## config.mk

```make
export PLATFORM = sky130hd
export DESIGN_NAME = cascade_counter
export DESIGN_NICKNAME = d
export VERILOG_FILES = /design/src/rtl/cascade_counter_pkg.sv /design/src/rtl/cc_slice.sv /design/src/rtl/cc_carry.sv /design/src/rtl/cc_reload.sv /design/src/rtl/cascade_counter.sv
export SDC_FILE = /design/constraint.sdc
export NUM_CORES = 1
export LEC_CHECK = 0
export BUFFER_PORTS_ARGS = -buffer_cell sky130_fd_sc_hd__buf_2
export CORE_MARGIN = 3
export CORE_UTILIZATION = 52
export DETAILED_ROUTE_END_ITERATION = 8
export PLACE_DENSITY = 0.81
export SLEW_MARGIN = 30
export SYNTH_ARGS = -nofsm -noshare
export SYNTH_HDL_FRONTEND = slang
export SYNTH_SLANG_ARGS = --single-unit
```

## constraint.sdc

```tcl
create_clock -name clk -period 4 [get_ports clk]
set_clock_uncertainty 0.2 [all_clocks]
set_input_delay 0.4 -clock clk [delete_from_list [all_inputs] [get_ports clk]]
set_output_delay 0.4 -clock clk [all_outputs]
set_load 0.1 [all_outputs]
```

## src/rtl/cascade_counter_pkg.sv

```systemverilog
package cascade_counter_pkg;

  localparam int DEF_SLICE_W = 8;
  localparam int DEF_SLICES  = 4;

  // preset word that makes a chain of width w divide by ratio m
  function automatic logic [63:0] ratio_to_preset(input int unsigned w, input logic [63:0] m);
    logic [64:0] full;
    full = 65'd1 << w;
    return 64'(full - {1'b0, m});
  endfunction

  // a slice value is at its top when every bit is one
  function automatic logic slice_at_top(input logic [63:0] v, input int unsigned w);
    logic [63:0] mask;
    mask = (w >= 64) ? '1 : ((64'd1 << w) - 64'd1);
    return (v & mask) == mask;
  endfunction

endpackage

```

## src/rtl/cc_slice.sv

```systemverilog
module cc_slice #(
  parameter int SW = 8
) (
  input  logic          clk,
  input  logic          rst,
  input  logic          ce_n,
  input  logic          pe,
  input  logic          self_reload,
  input  logic [SW-1:0] p,
  output logic [SW-1:0] q,
  output logic          tc_n
);
  import cascade_counter_pkg::*;

  logic [SW-1:0] q_r;
  logic          at_top;
  logic          take_load;
  logic          take_step;

  assign at_top    = slice_at_top(64'(q_r), SW);
  assign tc_n      = ~at_top;
  // own reload path exists but is tied off when slices are chained
  assign take_load = pe | (~ce_n & self_reload & at_top);
  assign take_step = ~ce_n & ~take_load;

  always_ff @(posedge clk or posedge rst) begin
    if (rst)            q_r <= '0;
    else if (take_load) q_r <= p;
    else if (take_step) q_r <= q_r + 1'b1;
  end

  assign q = q_r;

  AST_SLICE_LOAD: assert property (@(posedge clk) disable iff (rst)
    pe |=> (q == $past(p)));
  AST_SLICE_HOLD: assert property (@(posedge clk) disable iff (rst)
    (!pe && ce_n) |=> $stable(q));
  AST_SLICE_WRAP: assert property (@(posedge clk) disable iff (rst)
    (!pe && !ce_n && !self_reload && at_top) |=> (q == '0));

endmodule

```

## src/rtl/cc_carry.sv

```systemverilog
module cc_carry #(
  parameter int NS = 4
) (
  input  logic          lsb_ce_n,
  input  logic [NS-1:0] tc_n,
  output logic [NS-1:0] ce_n
);

  genvar gi;
  generate
    for (gi = 0; gi < NS; gi++) begin : g_en
      if (gi == 0) begin : g_lsb
        assign ce_n[gi] = lsb_ce_n;
      end else if (gi == 1) begin : g_direct
        // second slice: lowest flag wired straight in
        assign ce_n[gi] = tc_n[0];
      end else begin : g_or
        assign ce_n[gi] = |tc_n[gi-1:0];
      end
    end
  endgenerate

endmodule

```

## src/rtl/cc_reload.sv

```systemverilog
module cc_reload #(
  parameter int NS = 4
) (
  input  logic          load,
  input  logic          div_mode,
  input  logic [NS-1:0] tc_n,
  output logic [NS-1:0] pe,
  output logic          chain_tc_n,
  output logic          tc_reload
);

  // a true OR of every slice flag, never a wired tie
  assign chain_tc_n = |tc_n;
  assign tc_reload  = div_mode & ~chain_tc_n;

  genvar gi;
  generate
    for (gi = 0; gi < NS; gi++) begin : g_pe
      assign pe[gi] = load | tc_reload;
    end
  endgenerate

endmodule

```

## src/rtl/cascade_counter.sv

```systemverilog
module cascade_counter #(
  parameter int SLICE_W = cascade_counter_pkg::DEF_SLICE_W,
  parameter int SLICES  = cascade_counter_pkg::DEF_SLICES,
  localparam int WIDTH  = SLICE_W * SLICES
) (
  input  logic             clk,
  input  logic             rst,
  input  logic             div_mode,
  input  logic             load,
  input  logic [WIDTH-1:0] preset,
  output logic [WIDTH-1:0] count,
  output logic             chain_tc_n
);

  logic [SLICES-1:0] tc_n;
  logic [SLICES-1:0] ce_n;
  logic [SLICES-1:0] pe;
  logic              tc_reload;

  cc_carry #(.NS(SLICES)) u_carry (
    .lsb_ce_n (1'b0),
    .tc_n     (tc_n),
    .ce_n     (ce_n)
  );

  cc_reload #(.NS(SLICES)) u_reload (
    .load       (load),
    .div_mode   (div_mode),
    .tc_n       (tc_n),
    .pe         (pe),
    .chain_tc_n (chain_tc_n),
    .tc_reload  (tc_reload)
  );

  genvar gi;
  generate
    for (gi = 0; gi < SLICES; gi++) begin : g_slice
      cc_slice #(.SW(SLICE_W)) u_slice (
        .clk         (clk),
        .rst         (rst),
        .ce_n        (ce_n[gi]),
        .pe          (pe[gi]),
        .self_reload (1'b0),
        .p           (preset[gi*SLICE_W +: SLICE_W]),
        .q           (count[gi*SLICE_W +: SLICE_W]),
        .tc_n        (tc_n[gi])
      );
    end
  endgenerate

  AST_RESET_STATE: assert property (@(posedge clk)
    rst |-> (count == '0 && chain_tc_n));
  AST_FREE_STEP: assert property (@(posedge clk) disable iff (rst)
    (!load && !tc_reload) |=> (count == $past(count) + 1'b1));
  AST_TC_FLAG: assert property (@(posedge clk) disable iff (rst)
    ((count == '1) == !chain_tc_n));
  AST_LOAD_WINS: assert property (@(posedge clk) disable iff (rst)
    load |=> (count == $past(preset)));
  AST_DIV_RELOAD: assert property (@(posedge clk) disable iff (rst)
    (div_mode && !chain_tc_n) |=> (count == $past(preset)));
  AST_UPPER_HOLD: assert property (@(posedge clk) disable iff (rst)
    (!load && count[SLICE_W-1:0] != '1)
      |=> (count[WIDTH-1:SLICE_W] == $past(count[WIDTH-1:SLICE_W])));

endmodule

```

==> impl_metrics.csv, run 1 <==
group,metric,value,unit
status,status,"completed",
global_route,grt_util_all_layers,0.2076,
logic_synthesis,ys.warnings.count,0,
cts,clock_tree.buffer_depth,2,
die,chipHeight,65.05,um
route,post-route-drc-count,0,
die,core-area,3178,um2
placement,dp_worst_setup_slack,1.491,ns
worst_setup_path,cp_cell_sequence,"ha_1 -> nand3_1 -> nor3_2 -> nand4_1 -> buf_2",
sta,layout_setup_ws,1.180,ns
die,initial_cell_density_of_the_core,0.5705,
sta,whs,0.08755,ns
worst_setup_path,timing.critical_path.arrival,2.22,ns
logic_synthesis,synth_cell_types,27,
final_layout,drive_gt1_frac,0.3233,
cts,tritoncts,"built",
logic_synthesis,synth.avg_cell_area,9.394,um2
sta,grt_setup_unrepaired,"false",
cts,cts_max_level,2,
sta,setup_violations,0,
worst_setup_path,worst_path_max_delay_cell,"nor3_2",
final_layout,sequential_cell_area,800.8,um2
sta,final_min_period_over_clock_period,0.7050,
cts,cts_root_buffer,"clkbuf_4",
final_layout,total_area_of_multi_input_combinational_cells,991.0,um2
cts,clkSinkCount,32,
logic_synthesis,synth_seq_cells,32,
cts,number_of_clock_buffers_inserted_by_tritoncts,5,
logic_synthesis,synthesis.nets,233,
cts,path_clk_slew,0.10,ns
global_route,grt_first_pass_wirelength,6782,um
placement,place.detailed.instances,301,
die,die-width,65.05,um
die,floorplan.rows,20,
worst_setup_path,cp_slowest_stage_delay,0.49,ns
power_and_ir_drop,worst_case_vdd_ir_drop,0.3808,mV
sta,final_max_slew_viol_count,0,
sta,period_minus_slack,2.820,ns
cts,worstSkewPairLatency,0.33,ns
logic_synthesis,netlist_instances,193,
global_route,grt_antenna_before_repair,0,
worst_setup_path,worstPathMaxFanout,7,
sta,max_freq,354.6,MHz
final_layout,num-fill-cells,261,
sta,hold_viol_final,0,
route,drtIter0Drc,84,
worst_setup_path,critical_path.startpoint_type,"flop",
route,wirelength,4109,um
sta,slew_headroom,0.5825,
final_layout,largest_reg_flops,32,
min_path,min-delay-path-class,"in -> reg",
logic_synthesis,seq_area_frac_synth,0.4417,
global_route,gr-total-overflow,0,
route,detail_route.wl_per_cell,13.25,um
final_layout,layoutNonFillerInstCount,310,
worst_setup_path,worst-setup-path-type,"reg -> out",
route,drt-vias-per-instance,5.365,
final_layout,antenna-diode-count,0,
placement,gp_congestion,0.7873,
die,num_io_pins,69,
placement,buffer_ports.inserted,68,
global_route,grt_start_max_net_pins,61,
power_and_ir_drop,power_leakage,0.9806,nW
final_layout,syn_to_final_growth,25.88,%
flow_run,cap_violations,0,
route,route.antenna.remaining_nets,0,
power_and_ir_drop,p_per_area,447.6,nW/um2
final_layout,finish.utilization,0.7181,
die,floorplan.die_area,4231,um2
final_layout,nets,305,
placement,dp_hpwl,3078,um
logic_synthesis,netlist_area,1813,um2
sta,sum_of_negative_setup_slack,0,ns
route,drt_pass1_iterations,4,
worst_setup_path,endpoint_kind,"output port",
sta,worstMarginPinSlew,0.6210,ns
global_route,number_of_global_route_vias_before_repair,1514,
worst_setup_path,cp.required,3.40,ns
route,dr_total_vias,1663,
==> where the power goes <==
| group | switching, W | total, W | leakage [nW] | internal (W) |
|---|---|---|---|---|
| logic | 0.000334 | 0.000419 | 0.590 | 0.0000846 |
| clock network | 0.000108 | 0.000194 | 0.0326 | 0.0000867 |
| registers | 0.0000516 | 0.000408 | 0.358 | 0.000357 |
==> final cells by class <==
cell class                      instances  share of cell area
Tap cell                               44             0.02412
Inverter                                3            0.004934
Clock buffer                            8             0.02577
Sequential cell                        32              0.3509
Timing Repair Buffer                   71              0.1601
Multi-Input combinational cell        152              0.4342
==> logic make-up (layout without fill, tap and decap cells) <==
| kind of cell | Yosys count | count (layout) | synth area share |
|---|---|---|---|
| fa+ha+maj | 4 | 4 | 0.02761 |
| flops | 32 | 32 | 0.4417 |
| simple gates | 86 | 86 | 0.2678 |
| xor+xnor | 26 | 26 | 0.1256 |
| mux | 6 | 6 | 0.03382 |
| compound gates | 30 | 30 | 0.08351 |
| buf+inv | 9 | 82 | 0.02001 |
==> routing by layer <==
| metal | global-route usage | wire, um | vias to the layer above |
|---|---|---|---|
| met5 | 0 | 0 | - |
| met4 | 0.08549 | 62 | 0 |
| met3 | 0.05026 | 285 | 5 |
| met2 | 0.3231 | 1902 | 60 |
| met1 | 0.2770 | 1858 | 772 |
| li1 | - | - | 826 |
==> cells in the final DEF (no fill, tap or decap), types with 2 or more instances in the layout <==
master	instances
buf_2	68
nor2_1	34
dfrtp_1	32
a21oi_1	29
xor2_1	16
nand4_1	13
nand3_1	13
xnor2_1	10
nand2_1	7
mux2i_1	5
clkbuf_4	5
and4_1	4
ha_1	4
inv_1	3
nor4_2	3
and3_1	3
clkbuf_1	2
buf_4	2
==> metrics by stage <==
step                total power, W  instance area, um2
floorplan                0.0007478                1813
CTS                       0.001028                2282
finish                    0.001021                2282
detailed placement       0.0008329                2213
global placement         0.0008269                2213
global route              0.001071                2282
==> synthesized netlist by cell type <==
cell type,n,area [um2]
a21oi_1,29,145.1
a31oi_1,1,6.260
and2_1,1,6.260
and3_1,3,18.77
and4_1,4,35.03
buf_2,2,10.01
clkbuf_1,4,15.01
dfrtp_1,32,800.8
ha_1,4,50.05
inv_1,3,11.26
mux2_2,1,11.26
mux2i_1,5,50.05
nand2_1,7,26.28
nand3_1,13,65.06
nand4_1,13,81.33
nand4_4,1,21.27
nor2_1,34,127.6
nor2b_1,1,6.260
nor3_1,1,5.000
nor3_2,1,10.01
nor4_1,1,6.260
nor4_2,3,37.54
nor4_4,1,21.27
or2_2,1,6.260
or4_4,1,11.26
xnor2_1,10,87.58
xor2_1,16,140.1
==> repair_timing <==
item | CTS | global route
hold buffers | 1 | 0
endpoints found under the hold margin | 32 | 0
gates resized for setup | 0 | 0
buffers inserted | 0 | 0
endpoints found under the setup margin | 0 | 0
==> worst paths after layout <==
path,startpoint,endpoint,slack (ns),cells past startpoint
worst max-delay path,g_slice[0].u_slice.q[0]$_DFF_PP0_,chain_tc_n,1.18,5
worst min-delay path,preset[26],g_slice[3].u_slice.q[2]$_DFFE_PP0P_,0.09,3
worst max register to register,g_slice[0].u_slice.q[0]$_DFF_PP0_,g_slice[0].u_slice.q[1]$_DFF_PP0_,1.45,6
worst min register to register,g_slice[0].u_slice.q[0]$_DFF_PP0_,g_slice[0].u_slice.q[0]$_DFF_PP0_,0.38,1
max in group asynchronous,rst,g_slice[0].u_slice.q[6]$_DFF_PP0_,2.82,4
min in group asynchronous,rst,g_slice[3].u_slice.q[0]$_DFFE_PP0P_,0.49,4
==> worst max-delay path: cells and delay by family (launching register included) <==
kind | cells | cell delay [ns]
buffers and inverters | 1 | 0.32
flip-flops | 1 | 0.44
adder cells (fa/ha/maj) | 1 | 0.28
AND/OR/NAND/NOR | 3 | 0.85
Power figures use the tool's default switching activity.
==> run 2, diff against run 1 <==
Settings changed: CORE_UTILIZATION 52 to 44, PLACE_DENSITY 0.81 to 0.73.
Clock period 4 ns to 2.37 ns, I/O delays scaled along.
==> run 2 against run 1 <==
  * Via count rose by 4.8%
  * Die area rose by 16%
  * Wire length rose by 12%
  * Cell area rose by 14%
  * Worst hold slack got worse by 0.084 ns
  * Critical path depth did not move
  * Largest power group unchanged
  * Global-route usage fell by 1.3 points
==> impl_metrics.csv, run 2 (synthesis gave the netlist of run 1 again) <==
group,metric,value,unit
global_route,number_of_global_route_vias_before_repair,1672,
die,floorplan.die_area,4927,um2
sta,final_min_period_over_clock_period,0.9593,
die,core-area,3826,um2
placement,place.detailed.instances,310,
flow_run,cap_violations,0,
placement,dp_worst_setup_slack,0.1277,ns
placement,gp_congestion,0.7680,
global_route,grt_first_pass_wirelength,7707,um
route,wirelength,4598,um
final_layout,nets,326,
route,drtIter0Drc,54,
worst_setup_path,cp.required,1.93,ns
route,route.antenna.remaining_nets,0,
sta,worstMarginPinSlew,0.4936,ns
die,num_io_pins,69,
worst_setup_path,endpoint_kind,"output port",
power_and_ir_drop,worst_case_vdd_ir_drop,0.6779,mV
final_layout,syn_to_final_growth,43.96,%
cts,cts_root_buffer,"clkbuf_8",
global_route,gr-total-overflow,0,
power_and_ir_drop,power_leakage,1.080,nW
final_layout,final_cell_mix,"buf_2, nor2_1, a21oi_1",
worst_setup_path,cp_slowest_stage_delay,0.43,ns
placement,placed_area,2356,um2
min_path,min-delay-path-class,"in -> reg",
die,initial_cell_density_of_the_core,0.4738,
route,drt-vias-per-instance,5.219,
worst_setup_path,worstPathMaxFanout,4,
final_layout,antenna-diode-count,0,
route,detail_route.wl_per_cell,13.77,um
sta,slew_headroom,0.6732,
die,floorplan.rows,22,
cts,clkSinkCount,32,
cts,path_clk_slew,0.06,ns
sta,final_max_slew_viol_count,0,
final_layout,num-fill-cells,315,
sta,period_minus_slack,2.274,ns
final_layout,layoutNonFillerInstCount,334,
global_route,grt_util_all_layers,0.1950,
sta,layout_setup_ws,0.09646,ns
cts,number_of_clock_buffers_inserted_by_tritoncts,5,
route,drt_pass1_iterations,4,
placement,buffer_ports.inserted,68,
status,status,"completed",
placement,dp_hpwl,3386,um
final_layout,most_common_cell_after_layout_fill_and_taps_aside,"buf_2",
worst_setup_path,cp_cell_sequence,"ha_1 -> nand3_2 -> nor4_4 -> nand4_1 -> buf_4",
worst_setup_path,worst-setup-path-type,"reg -> out",
final_layout,largest_reg_flops,32,
worst_setup_path,worst_path_max_delay_cell,"dfrtp_4",
cts,tritoncts,"built",
route,dr_total_vias,1743,
worst_setup_path,timing.critical_path.arrival,1.84,ns
final_layout,postLayoutCellArea,2610,um2
final_layout,finish.utilization,0.6821,
sta,hold_viol_final,0,
worst_setup_path,critical_path.startpoint_type,"flop",
die,die-width,70.19,um
cts,worstSkewPairLatency,0.28,ns
sta,max_freq,439.8,MHz
sta,setup_violations,0,
sta,grt_setup_unrepaired,"false",
die,chipHeight,70.19,um
global_route,grt_start_max_net_pins,33,
power_and_ir_drop,p_per_area,708.7,nW/um2
cts,clock_tree.buffer_depth,2,
final_layout,drive_gt1_frac,0.4545,
route,post-route-drc-count,0,
global_route,grt_antenna_before_repair,0,
sta,whs,0.003645,ns
cts,cts_max_level,2,
## run 2: per-layer routing
metal,GRT usage,part of all wire,vias up
li1,-,-,872
met5,0,0,-
met1,0.2498,0.46,822
met2,0.3242,0.47,43
met4,0.04468,0.0083,0
met3,0.05755,0.061,6
## run 2: timing repair
item | in CTS | in global routing
gates cloned | 0 | 0
hold endpoints to repair | 44 | 0
setup endpoints to repair | 1 | 18
gates resized for setup | 1 | 3
hold buffers | 13 | 0
pin swaps | 1 | 3
buffers inserted | 1 | 3
## run 2: path summary, 6_finish.rpt
| kind | start | end | slack [ns] | cells after the start |
|---|---|---|---|---|
| setup / recovery | g_slice[3].u_slice.q[0]$_DFFE_PP0P_ | chain_tc_n | 0.1 | 5 |
| hold / removal | preset[3] | g_slice[0].u_slice.q[3]$_DFF_PP0_ | 0.004 | 3 |
| setup reg to reg | g_slice[1].u_slice.q[1]$_DFFE_PP0P_ | g_slice[0].u_slice.q[1]$_DFF_PP0_ | 0.1 | 7 |
| hold reg to reg | g_slice[0].u_slice.q[0]$_DFF_PP0_ | g_slice[0].u_slice.q[0]$_DFF_PP0_ | 0.37 | 1 |
| max in group asynchronous | rst | g_slice[1].u_slice.q[2]$_DFFE_PP0P_ | 1.26 | 4 |
| min in group asynchronous | rst | g_slice[0].u_slice.q[1]$_DFF_PP0_ | 0.38 | 4 |
## run 2: power by group
group          switching, W  internal [W]
Clock              0.000192      0.000199
Combinational      0.000573      0.000170
Sequential        0.0000929      0.000623
## run 2: worst max-delay path, delay by kind of cell (launching register included)
kind          cells  cell delay (ns)
simple gates      3             0.69
fa+ha+maj         1             0.19
flops             1             0.43
buf+inv           1             0.25
## run 2: area by class of cell
class / count / area [um2] / share of cell area
Inverter: 3 / 11.26 / 0.004314
Multi-Input combinational cell: 152 / 1041 / 0.3989
Clock buffer: 6 / 72.57 / 0.02780
Timing Repair Buffer: 92 / 555.5 / 0.2128
Sequential cell: 32 / 864.6 / 0.3313
Tap cell: 48 / 60.06 / 0.02301
Clock inverter: 1 / 5.005 / 0.001918
## run 2: stage by stage
step / power (W) / setup TNS [ns]
2_1_floorplan: 0.001297 / -0.3201
3_3_place_gp: 0.001438 / 0
3_5_place_dp: 0.001447 / 0
4_1_cts: 0.001857 / 0
5_1_grt: 0.001932 / 0
6_report: 0.001850 / 0
